--- src/rtl/excentry_pkg.sv ---
package excentry_pkg;

  localparam int KW = 5;

  localparam logic [KW-1:0] K_INT   = 5'd0;
  localparam logic [KW-1:0] K_TMOD  = 5'd1;
  localparam logic [KW-1:0] K_TLD   = 5'd2;
  localparam logic [KW-1:0] K_TST   = 5'd3;
  localparam logic [KW-1:0] K_ADL   = 5'd4;
  localparam logic [KW-1:0] K_ADS   = 5'd5;
  localparam logic [KW-1:0] K_CPU   = 5'd11;
  localparam logic [KW-1:0] K_FPE   = 5'd15;
  localparam logic [KW-1:0] K_WATCH = 5'd23;
  localparam logic [KW-1:0] K_MCHK  = 5'd24;
  localparam logic [KW-1:0] K_NMI   = 5'd30;
  localparam logic [KW-1:0] K_SRST  = 5'd31;

  typedef struct packed {
    logic valid;   // known kind
    logic errlvl;  // NMI or soft reset path
    logic nmi;
    logic srst;
    logic xlat;    // address capture kinds 1..5
    logic miss;    // TLB load/store miss
    logic intr;
    logic cpu;     // coprocessor unusable
  } kind_info_t;

endpackage

--- src/rtl/excentry_decode.sv ---
module excentry_decode
  import excentry_pkg::*;
(
  input  logic [KW-1:0] kind_i,
  output kind_info_t    info_o
);

  always_comb begin
    info_o = '0;
    unique case (kind_i)
      K_INT:                      begin info_o.valid = 1'b1; info_o.intr = 1'b1; end
      K_TMOD, K_ADL, K_ADS:       begin info_o.valid = 1'b1; info_o.xlat = 1'b1; end
      K_TLD, K_TST:               begin info_o.valid = 1'b1; info_o.xlat = 1'b1; info_o.miss = 1'b1; end
      5'd6, 5'd7, 5'd8, 5'd9, 5'd10, 5'd12, 5'd13,
      K_FPE, K_WATCH, K_MCHK:     info_o.valid = 1'b1;
      K_CPU:                      begin info_o.valid = 1'b1; info_o.cpu = 1'b1; end
      K_NMI:                      begin info_o.valid = 1'b1; info_o.errlvl = 1'b1; info_o.nmi = 1'b1; end
      K_SRST:                     begin info_o.valid = 1'b1; info_o.errlvl = 1'b1; info_o.srst = 1'b1; end
      default:                    info_o = '0;
    endcase
  end

endmodule

--- src/rtl/excentry_vector.sv ---
module excentry_vector
  import excentry_pkg::*;
#(
  parameter int              AW       = 32,
  parameter int              ALIGN    = 10,
  parameter logic [AW-1:0]   BOOT_GEN = 32'hBFC0_0200,
  parameter logic [AW-1:0]   BOOT_ERR = 32'hBFC0_0000,
  parameter logic [AW-1:0]   OFF_REF  = 32'h0000_0000,
  parameter logic [AW-1:0]   OFF_IRQ  = 32'h0000_0200,
  parameter logic [AW-1:0]   OFF_GEN  = 32'h0000_0180
) (
  input  kind_info_t    info_i,
  input  logic          bev_i,
  input  logic          exl_i,
  input  logic          iv_i,
  input  logic          refill_i,
  input  logic [AW-1:0] ebase_i,
  output logic [AW-1:0] target_o
);

  logic [AW-1:0] base;
  logic [AW-1:0] offset;
  logic          unused_low;

  assign unused_low = ^ebase_i[ALIGN-1:0];

  always_comb begin
    base = bev_i ? BOOT_GEN : {ebase_i[AW-1:ALIGN], {ALIGN{1'b0}}};
    if (info_i.miss && refill_i && !exl_i) offset = OFF_REF;
    else if (info_i.intr && iv_i)           offset = OFF_IRQ;
    else                                    offset = OFF_GEN;
    target_o = info_i.errlvl ? BOOT_ERR : (base + offset);
  end

endmodule

--- src/rtl/excentry_retpc.sv ---
module excentry_retpc #(
  parameter int AW    = 32,
  parameter int ISTEP = 4
) (
  input  logic [AW-1:0] pc_i,
  input  logic          dslot_i,
  output logic [AW-1:0] ret_o
);

  assign ret_o = dslot_i ? (pc_i - AW'(ISTEP)) : pc_i;

endmodule

--- src/rtl/excentry_ctrl.sv ---
module excentry_ctrl
  import excentry_pkg::*;
#(
  parameter  int AW        = 32,
  parameter  int ASID_W    = 8,
  parameter  int PAGE_BITS = 12,
  parameter  int CTX_LO    = 4,
  localparam int VPN2_W    = AW - PAGE_BITS - 1,
  localparam int PTB_W     = AW - VPN2_W - CTX_LO,
  localparam int EH_GAP    = PAGE_BITS + 1 - ASID_W
) (
  input  logic              clk,
  input  logic              rst_n,
  input  logic              req_i,
  input  logic [KW-1:0]     kind_i,
  input  logic [AW-1:0]     pc_i,
  input  logic              dslot_i,
  input  logic              refill_i,
  input  logic [AW-1:0]     fault_addr_i,
  input  logic [1:0]        ce_i,
  input  logic              exl_i,
  input  logic              erl_i,
  input  logic              bev_i,
  input  logic              um_i,
  input  logic              iv_i,
  input  logic [AW-1:0]     ebase_i,
  input  logic [ASID_W-1:0] asid_i,
  input  logic [PTB_W-1:0]  ptebase_i,
  output logic              done_o,
  output logic              bad_o,
  output logic [AW-1:0]     pc_o,
  output logic [AW-1:0]     epc_o,
  output logic [AW-1:0]     errpc_o,
  output logic              exl_o,
  output logic              erl_o,
  output logic              bev_o,
  output logic              um_o,
  output logic              nmi_o,
  output logic              srst_o,
  output logic              bd_o,
  output logic [KW-1:0]     code_o,
  output logic [1:0]        ce_o,
  output logic [AW-1:0]     badva_o,
  output logic [AW-1:0]     entryhi_o,
  output logic [AW-1:0]     context_o
);

  localparam logic [AW-1:0] RST_PC = 32'hBFC0_0000;

  kind_info_t    info;
  logic [AW-1:0] target;
  logic [AW-1:0] ret_pc;
  logic [VPN2_W-1:0] vpn2;

  excentry_decode u_dec (.kind_i(kind_i), .info_o(info));

  excentry_vector #(.AW(AW)) u_vec (
    .info_i(info), .bev_i(bev_i), .exl_i(exl_i), .iv_i(iv_i),
    .refill_i(refill_i), .ebase_i(ebase_i), .target_o(target)
  );

  excentry_retpc #(.AW(AW)) u_ret (.pc_i(pc_i), .dslot_i(dslot_i), .ret_o(ret_pc));

  assign vpn2 = fault_addr_i[AW-1:PAGE_BITS+1];

  // next-state values
  logic              done_d, bad_d, ld_en;
  logic [AW-1:0]     pc_d, epc_d, errpc_d, badva_d, entryhi_d, context_d;
  logic              exl_d, erl_d, bev_d, um_d, nmi_d, srst_d, bd_d;
  logic [KW-1:0]     code_d;
  logic [1:0]        ce_d;
  logic              unused_um;

  assign unused_um = um_i;
  assign ld_en     = req_i && info.valid;

  always_comb begin
    done_d    = 1'b0;
    bad_d     = req_i && !info.valid;
    pc_d      = pc_o;
    epc_d     = epc_o;
    errpc_d   = errpc_o;
    exl_d     = exl_o;
    erl_d     = erl_o;
    bev_d     = bev_o;
    um_d      = um_o;
    nmi_d     = nmi_o;
    srst_d    = srst_o;
    bd_d      = bd_o;
    code_d    = code_o;
    ce_d      = ce_o;
    badva_d   = badva_o;
    entryhi_d = entryhi_o;
    context_d = context_o;
    if (ld_en) begin
      done_d = 1'b1;
      pc_d   = target;
      um_d   = 1'b0;
      if (info.errlvl) begin
        errpc_d = ret_pc;
        erl_d   = 1'b1;
        bev_d   = 1'b1;
        exl_d   = exl_i;
        if (info.nmi)  nmi_d  = 1'b1;
        if (info.srst) srst_d = 1'b1;
      end else begin
        if (!exl_i) begin
          epc_d = ret_pc;
          bd_d  = dslot_i;
        end
        exl_d  = 1'b1;
        erl_d  = erl_i;
        bev_d  = bev_i;
        code_d = kind_i;
        if (info.cpu) ce_d = ce_i;
        if (info.xlat) begin
          badva_d   = fault_addr_i;
          entryhi_d = {vpn2, {EH_GAP{1'b0}}, asid_i};
          context_d = {ptebase_i, vpn2, {CTX_LO{1'b0}}};
        end
      end
    end
  end

  always_ff @(posedge clk or negedge rst_n) begin
    if (!rst_n) begin
      done_o <= 1'b0;
      bad_o  <= 1'b0;
    end else begin
      done_o <= done_d;
      bad_o  <= bad_d;
    end
  end

  always_ff @(posedge clk or negedge rst_n) begin
    if (!rst_n) begin
      pc_o      <= RST_PC;
      epc_o     <= '0;
      errpc_o   <= '0;
      exl_o     <= 1'b0;
      erl_o     <= 1'b1;
      bev_o     <= 1'b1;
      um_o      <= 1'b0;
      nmi_o     <= 1'b0;
      srst_o    <= 1'b0;
      bd_o      <= 1'b0;
      code_o    <= '0;
      ce_o      <= '0;
      badva_o   <= '0;
      entryhi_o <= '0;
      context_o <= '0;
    end else if (ld_en) begin
      pc_o      <= pc_d;
      epc_o     <= epc_d;
      errpc_o   <= errpc_d;
      exl_o     <= exl_d;
      erl_o     <= erl_d;
      bev_o     <= bev_d;
      um_o      <= um_d;
      nmi_o     <= nmi_d;
      srst_o    <= srst_d;
      bd_o      <= bd_d;
      code_o    <= code_d;
      ce_o      <= ce_d;
      badva_o   <= badva_d;
      entryhi_o <= entryhi_d;
      context_o <= context_d;
    end
  end

endmodule

--- config.mk ---
export PLATFORM = sky130hd
export DESIGN_NAME = excentry_ctrl
export DESIGN_NICKNAME = d
export VERILOG_FILES = /design/src/rtl/excentry_pkg.sv /design/src/rtl/excentry_decode.sv /design/src/rtl/excentry_vector.sv /design/src/rtl/excentry_retpc.sv /design/src/rtl/excentry_ctrl.sv
export SDC_FILE = /design/constraint.sdc
export NUM_CORES = 1
export LEC_CHECK = 0
export ABC_AREA = 1
export ABC_CLOCK_PERIOD_IN_PS = 1850
export CORE_MARGIN = 5
export CORE_UTILIZATION = 47
export CTS_BUF_LIST = sky130_fd_sc_hd__clkbuf_2
export DETAILED_ROUTE_END_ITERATION = 8
export GPL_ROUTABILITY_DRIVEN = 0
export PLACE_DENSITY = 0.87
export SLEW_MARGIN = 20
export SYNTH_ARGS = -nofsm -noshare
export SYNTH_HDL_FRONTEND = slang
export SYNTH_SLANG_ARGS = --single-unit
export TNS_END_PERCENT = 100
--- constraint.sdc ---
create_clock -name clk -period 1.85 [get_ports clk]
set_input_delay 0.555 -clock clk [delete_from_list [all_inputs] [get_ports clk]]
set_output_delay 0.555 -clock clk [all_outputs]
set_load 0.005 [all_outputs]
==> impl_metrics.tcl, run 1 <==
set metrics [dict create \
    die_y_um 138 \
    instances_no_fill 1699 \
    layout_setup_ws_ns -0.164 \
    clock_latency_ns 0.72 \
    overflow 0 \
    p_int_mw 7.17 \
    rsz0062_at_grt "yes" \
    final.setup_skew_ns 0 \
    grt_util_all_layers 0.293 \
    yosysWarnings 0 \
    synth_area_um2 7750 \
    p_sw_mw 3.53 \
    powerDensity_nw_per_um2 876 \
    area_delta_synth_final_pct 57.5 \
    antenna_found_initial 3 \
    path_class "reg2out" \
    clk_transition_reported_paths_ns 0.23 \
    cp_max_fo 3 \
    ys_ff_latch 152 \
    cts.htree.levels 4 \
    drt_iter0_drc 498 \
    fill_cells 1128 \
    io_buffers 309 \
    pin_count 338 \
    cts.path.max_buffers 2 \
    synthCells 983 \
    async_flop_share 1.00 \
    fin_nets 1595 \
    synth_commonest_cells "nand2_1, dfrtp_1, nand3_1" \
    arrival_ns 1.46 \
    vias_per_cell 5.04 \
    switching_share 0.330 \
    wl_per_cell_um 17.5 \
    fin_crit_ns 2.01 \
    cp-end-kind "primary output" \
    dpl.hpwl_um 21100 \
    clockPowerShare 0.192 \
    first_pass_iters 6 \
    synth_ff_type "dfrtp_1" \
    root_buffer "clkbuf_2" \
    cts_inserted_buffers 17 \
    timing.final.crit_share 1.09 \
    timing.fmax_mhz 496 \
    yosys-top-cells-area "dfrtp_1, nand2_1, nand3_1" \
    drv_slew 0 \
    wl_met2_um 15200 \
    hold_viol_final 0 \
    peakVddDrop_v 0.000466 \
    yosys.area.top_type "dfrtp_1" \
    routed-wl-met3_um 2540 \
    seq_power_share 0.420 \
    cts.sinks 152 \
    dp.cells 1557 \
    drc 0 \
    synth_edf_count 0 \
    synth_top_area_frac 0.455 \
    dieArea_um2 19200 \
    synth_most_common_cell "nand2_1" \
    worstPathRequired_ns 1.29 \
    fp.dieW_um 138 \
    hold_ws_ns 0.197 \
    core-area_um2 16400 \
    leakagePower_nw 6.58 \
    max_cap_viol_count 0 \
    ys_types 37 \
    grt_pass1_wl_um 44900 \
    setup_viol 141 \
    grt_pass1_vias 8557 \
    ys_seq_area_frac 0.493 \
    final_layout_size_suffix_gt1_frac 0.335 \
    failed_checks "negative setup slack" \
    rows 47 \
    initial_core_util 0.472 \
    wl_met1_um 10400 \
    worstHoldPathType "in2reg" \
    status "finished, violations left" \
    cts_tree "yes" \
    routed_wirelength_um 29700 \
    avgSynthCellArea_um2 7.88 \
    grt_max_degree 50 \
    p_comb_frac 0.388 \
    start_kind "flop" \
    top_layer "met4" \
    vias 8567 \
    ant_nets 0 \
]
[worst max-delay path, stage by stage, from the launching register on]
cell	delay, ns
dfrtp_1	0.46
buf_6	0.14
buf_6	0.11
[flip-flops by register name, summed over array words and instances, names as in the netlist, 2 cells and up]
name       flops
epc_o         32
errpc_o       32
badva_o       31
pc_o          24
context_o     10
entryhi_o      8
code_o         5
ce_o           2
[power by group through the flow]
| stage | combinational [mW] | sequential (mW) | clock, mW |
|---|---|---|---|
| 2_1_floorplan | 1.19 | 4.55 | 0 |
| 3_3_place_gp | 3.55 | 4.54 | 0 |
| 3_5_place_dp | 3.65 | 4.56 | 0 |
| 4_1_cts | 3.80 | 4.45 | 2.08 |
| 5_1_grt | 4.46 | 4.58 | 2.23 |
| 6_report | 4.15 | 4.50 | 2.05 |
[metal layers]
| layer | global-route usage | up-vias |
|---|---|---|
| li1 | - | 3980 |
| met1 | 0.316 | 4010 |
| met2 | 0.527 | 473 |
| met3 | 0.0853 | 104 |
| met4 | 0.143 | 0 |
| met5 | 0 | - |
[area by class of cell]
class | instances | area, µm² | area share
Antenna cell | 3 | 7.51 | 0.000615
Clock buffer | 18 | 90.1 | 0.00738
Clock inverter | 14 | 173 | 0.0141
Inverter | 67 | 255 | 0.0209
Multi-Input combinational cell | 688 | 3170 | 0.260
Sequential cell | 152 | 3820 | 0.313
Tap cell | 220 | 275 | 0.0225
Timing Repair Buffer | 537 | 4420 | 0.362
[worst paths after layout]
kind,slack [ns],start,endpoint,cells after the start
max,-0.16,badva_o[28],badva_o[28],2
min,0.20,kind_i[0],code_o[0],3
max reg2reg,0.78,badva_o[19],badva_o[19],5
min reg2reg,0.51,pc_o[25],pc_o[25],2
max in group asynchronous,0.96,rst_n,pc_o[24],3
min in group asynchronous,0.26,rst_n,errpc_o[6],2
[cell families (layout without fill, tap and decap cells)]
group | Yosys count | count (layout) | synth area share
and+or+nand+nor | 578 | 578 | 0.313
DFF | 152 | 152 | 0.493
AOI/OAI and AO/OA | 64 | 64 | 0.0471
adders and majority gates | 2 | 2 | 0.00323
other | 1 | 20 | 0.000484
buffers and inverters | 159 | 636 | 0.113
xor gates and xnor gates | 27 | 27 | 0.0305
[timing repair]
action,in CTS,in global routing
setup endpoints to repair,191,201
buffers inserted,72,34
hold buffers,1,0
gates resized for setup,851,5
endpoints found under the hold margin,40,0
pin swaps,0,1
[per-stage QoR]
step | TNS [ns] | power [mW] | setup WS, ns | utilization | cell area [µm²]
global route | -27.48 | 11.3 | -0.270 | 0.744 | 12200
floorplan | -0.00153 | 5.74 | -0.00153 | - | 7860
detailed placement | -88.17 | 8.21 | -0.759 | 0.710 | 11600
finish | -8.16 | 10.7 | -0.164 | 0.744 | 12200
global placement | -80.81 | 8.09 | -0.676 | 0.710 | 11600
CTS | -17.26 | 10.3 | -0.206 | 0.727 | 11900
[layout by cell type (no fill, tap or decap), types with 13 or more instances in the layout]
| master | netlist | final |
|---|---|---|
| inv_1 | 63 | 60 |
| xnor2_1 | 14 | 14 |
| dfrtp_1 | 141 | 140 |
| nor2_1 | 84 | 78 |
| nand2_1 | 361 | 361 |
| o21ai_0 | 35 | 34 |
| nand4_1 | 15 | 15 |
| buf_2 | 14 | 135 |
| buf_4 | 62 | 194 |
| clkbuf_2 | 0 | 18 |
| buf_6 | 4 | 80 |
| nand3_1 | 93 | 90 |
| clkdlybuf4s50_1 | 0 | 115 |
| xor2_1 | 13 | 13 |
| conb_1 | 1 | 17 |
(Power assumes the default switching activity.)
==> inputs of run 2 (changes only) <==
- ABC_CLOCK_PERIOD_IN_PS: 1850 -> 1710
- CORE_UTILIZATION: 47 -> 40
- PLACE_DENSITY: 0.87 -> 0.79
- RECOVER_POWER: unset -> 25
- clock period: 1.85 -> 1.71 ns (I/O delays scaled with it)
==> run 2 against run 1 <==
  * The flow still finishes with violations (negative setup slack)
  * Global-route usage shrank 5.2 points
  * Clock skew is the same
  * Clock-buffer cell count is the same
  * Worst setup slack lost 0.070 ns
  * Design area grew 1.0%
  * First-iteration DRC count shrank 20%
  * Critical path depth shrank 1
  * Sequential power grew 7.6%
==> impl_metrics.tcl, run 2 (synthesized netlist as in run 1, its figures left out) <==
set metrics [dict create \
    status "finished, violations left" \
    failed_checks "negative setup slack" \
    path_buf_inv 1 \
    final_layout_size_suffix_gt1_frac 0.342 \
    critPathTopFamily "flip-flops" \
    worstHoldPathType "in2reg" \
    slowest_stage "dfstp_2" \
    dp_slack_ns -0.772 \
    max_cap_viol_count 0 \
    path_class "reg2out" \
    ff2ff_path_depth 5 \
    io_buffers 309 \
    arrival_ns 1.43 \
    first_pass_iters 5 \
    powerDensity_nw_per_um2 917 \
    cts.path.max_buffers 2 \
    drv_slew 0 \
    wl_per_cell_um 15.9 \
    root_buffer "clkbuf_2" \
    die_y_um 149 \
    reg_top3 "epc_o x32, errpc_o x32, badva_o x31" \
    cts.sinks 152 \
    fp.dieW_um 149 \
    grt_util_all_layers 0.242 \
    fin_nets 1603 \
    dieArea_um2 22300 \
    cp-end-kind "primary output" \
    tightest_slew_ns 0.759 \
    max_slew_margin 0.494 \
    routed_wirelength_um 27900 \
    leakagePower_nw 6.60 \
    vias_per_cell 4.70 \
    layout_setup_ws_ns -0.234 \
    rows 51 \
    hold_viol_final 0 \
    peakVddDrop_v 0.000538 \
    core-area_um2 19300 \
    fill_cells 1617 \
    path_cells "buf_6" \
    initial_core_util 0.402 \
    start_kind "flop" \
    grt_max_degree 50 \
    setup_viol 191 \
    rsz0062_at_grt "yes" \
    worstPathRequired_ns 1.20 \
    cts.htree.levels 4 \
    drt_iter0_drc 398 \
    drc 0 \
    multiInputGateArea_um2 3200 \
    final_common_cell "nand2_1" \
    grt_pass1_wl_um 42400 \
    ant_nets 0 \
    grt_pass1_vias 8131 \
    vias 8231 \
    antenna_found_initial 3 \
    cts_inserted_buffers 17 \
    dpl.hpwl_um 20800 \
    pin_count 338 \
    regArea_um2 3820 \
    timing.final.crit_share 1.14 \
    area_delta_synth_final_pct 59.1 \
    final.setup_skew_ns 0 \
    cts_tree "yes" \
    fin_crit_ns 1.94 \
    clk_transition_reported_paths_ns 0.25 \
    timing.fmax_mhz 514 \
    overflow 0 \
    clock_latency_ns 0.71 \
    cp.depth 1 \
    hold_path_depth 3 \
    cp_max_fo 2 \
    cpPeakStageDelay_ns 0.61 \
    final_cell_mix "nand2_1, buf_4, dfrtp_1" \
    hold_ws_ns 0.231 \
]
## run 2: repair_timing
item	4_1_cts	5_1_grt
endpoints found under the hold margin	146	0
setup endpoints to repair	191	198
pin swaps	0	1
gates resized for setup	847	15
setup buffers	56	41
hold buffers	1	0
## run 2: final cells by class
cell class              instances  share of cell area
repair buffers                545               0.363
inverters                      67              0.0207
well taps                     265              0.0269
clock buffers                  18             0.00731
clock inverters                14              0.0132
flip-flops and latches        152               0.310
diodes                          2            0.000406
multi-input cells             688               0.259
## run 2: where the power goes
group          leakage [nW]  total, mW  switching [mW]  internal (mW)
clock                 0.140       2.14            1.43          0.710
combinational          4.56       4.33            1.80           2.53
sequential             1.90       4.84           0.480           4.36
## run 2: through the flow
stage / power, mW / cell area (µm²) / instances / TNS [ns] / utilization
floorplan: 6.21 / 7880 / 999 / -0.509 / -
global placement: 8.79 / 11900 / 1619 / -87.64 / 0.616
detailed placement: 8.90 / 11900 / 1619 / -93.77 / 0.616
CTS: 11.0 / 12000 / 1708 / -36.61 / 0.623
global route: 12.0 / 12300 / 1751 / -49.52 / 0.640
finish: 11.3 / 12300 / 1751 / -20.85 / 0.640
## run 2: worst paths after layout
kind	endpoint	start	slack, ns
max	pc_o[22]	pc_o[22]	-0.23
min	nmi_o	kind_i[0]	0.23
max reg2reg	badva_o[25]	badva_o[25]	0.71
min reg2reg	badva_o[8]	badva_o[8]	0.50
max in group asynchronous	badva_o[11]	rst_n	0.18
min in group asynchronous	pc_o[30]	rst_n	0.36
## run 2: per-layer routing
| layer | vias up | wire, µm | global-route usage |
|---|---|---|---|
| li1 | 4006 | - | - |
| met4 | 2 | 990 | 0.0911 |
| met3 | 60 | 2380 | 0.0836 |
| met1 | 3821 | 10300 | 0.263 |
| met2 | 342 | 14200 | 0.433 |
| met5 | - | 7 | 0 |
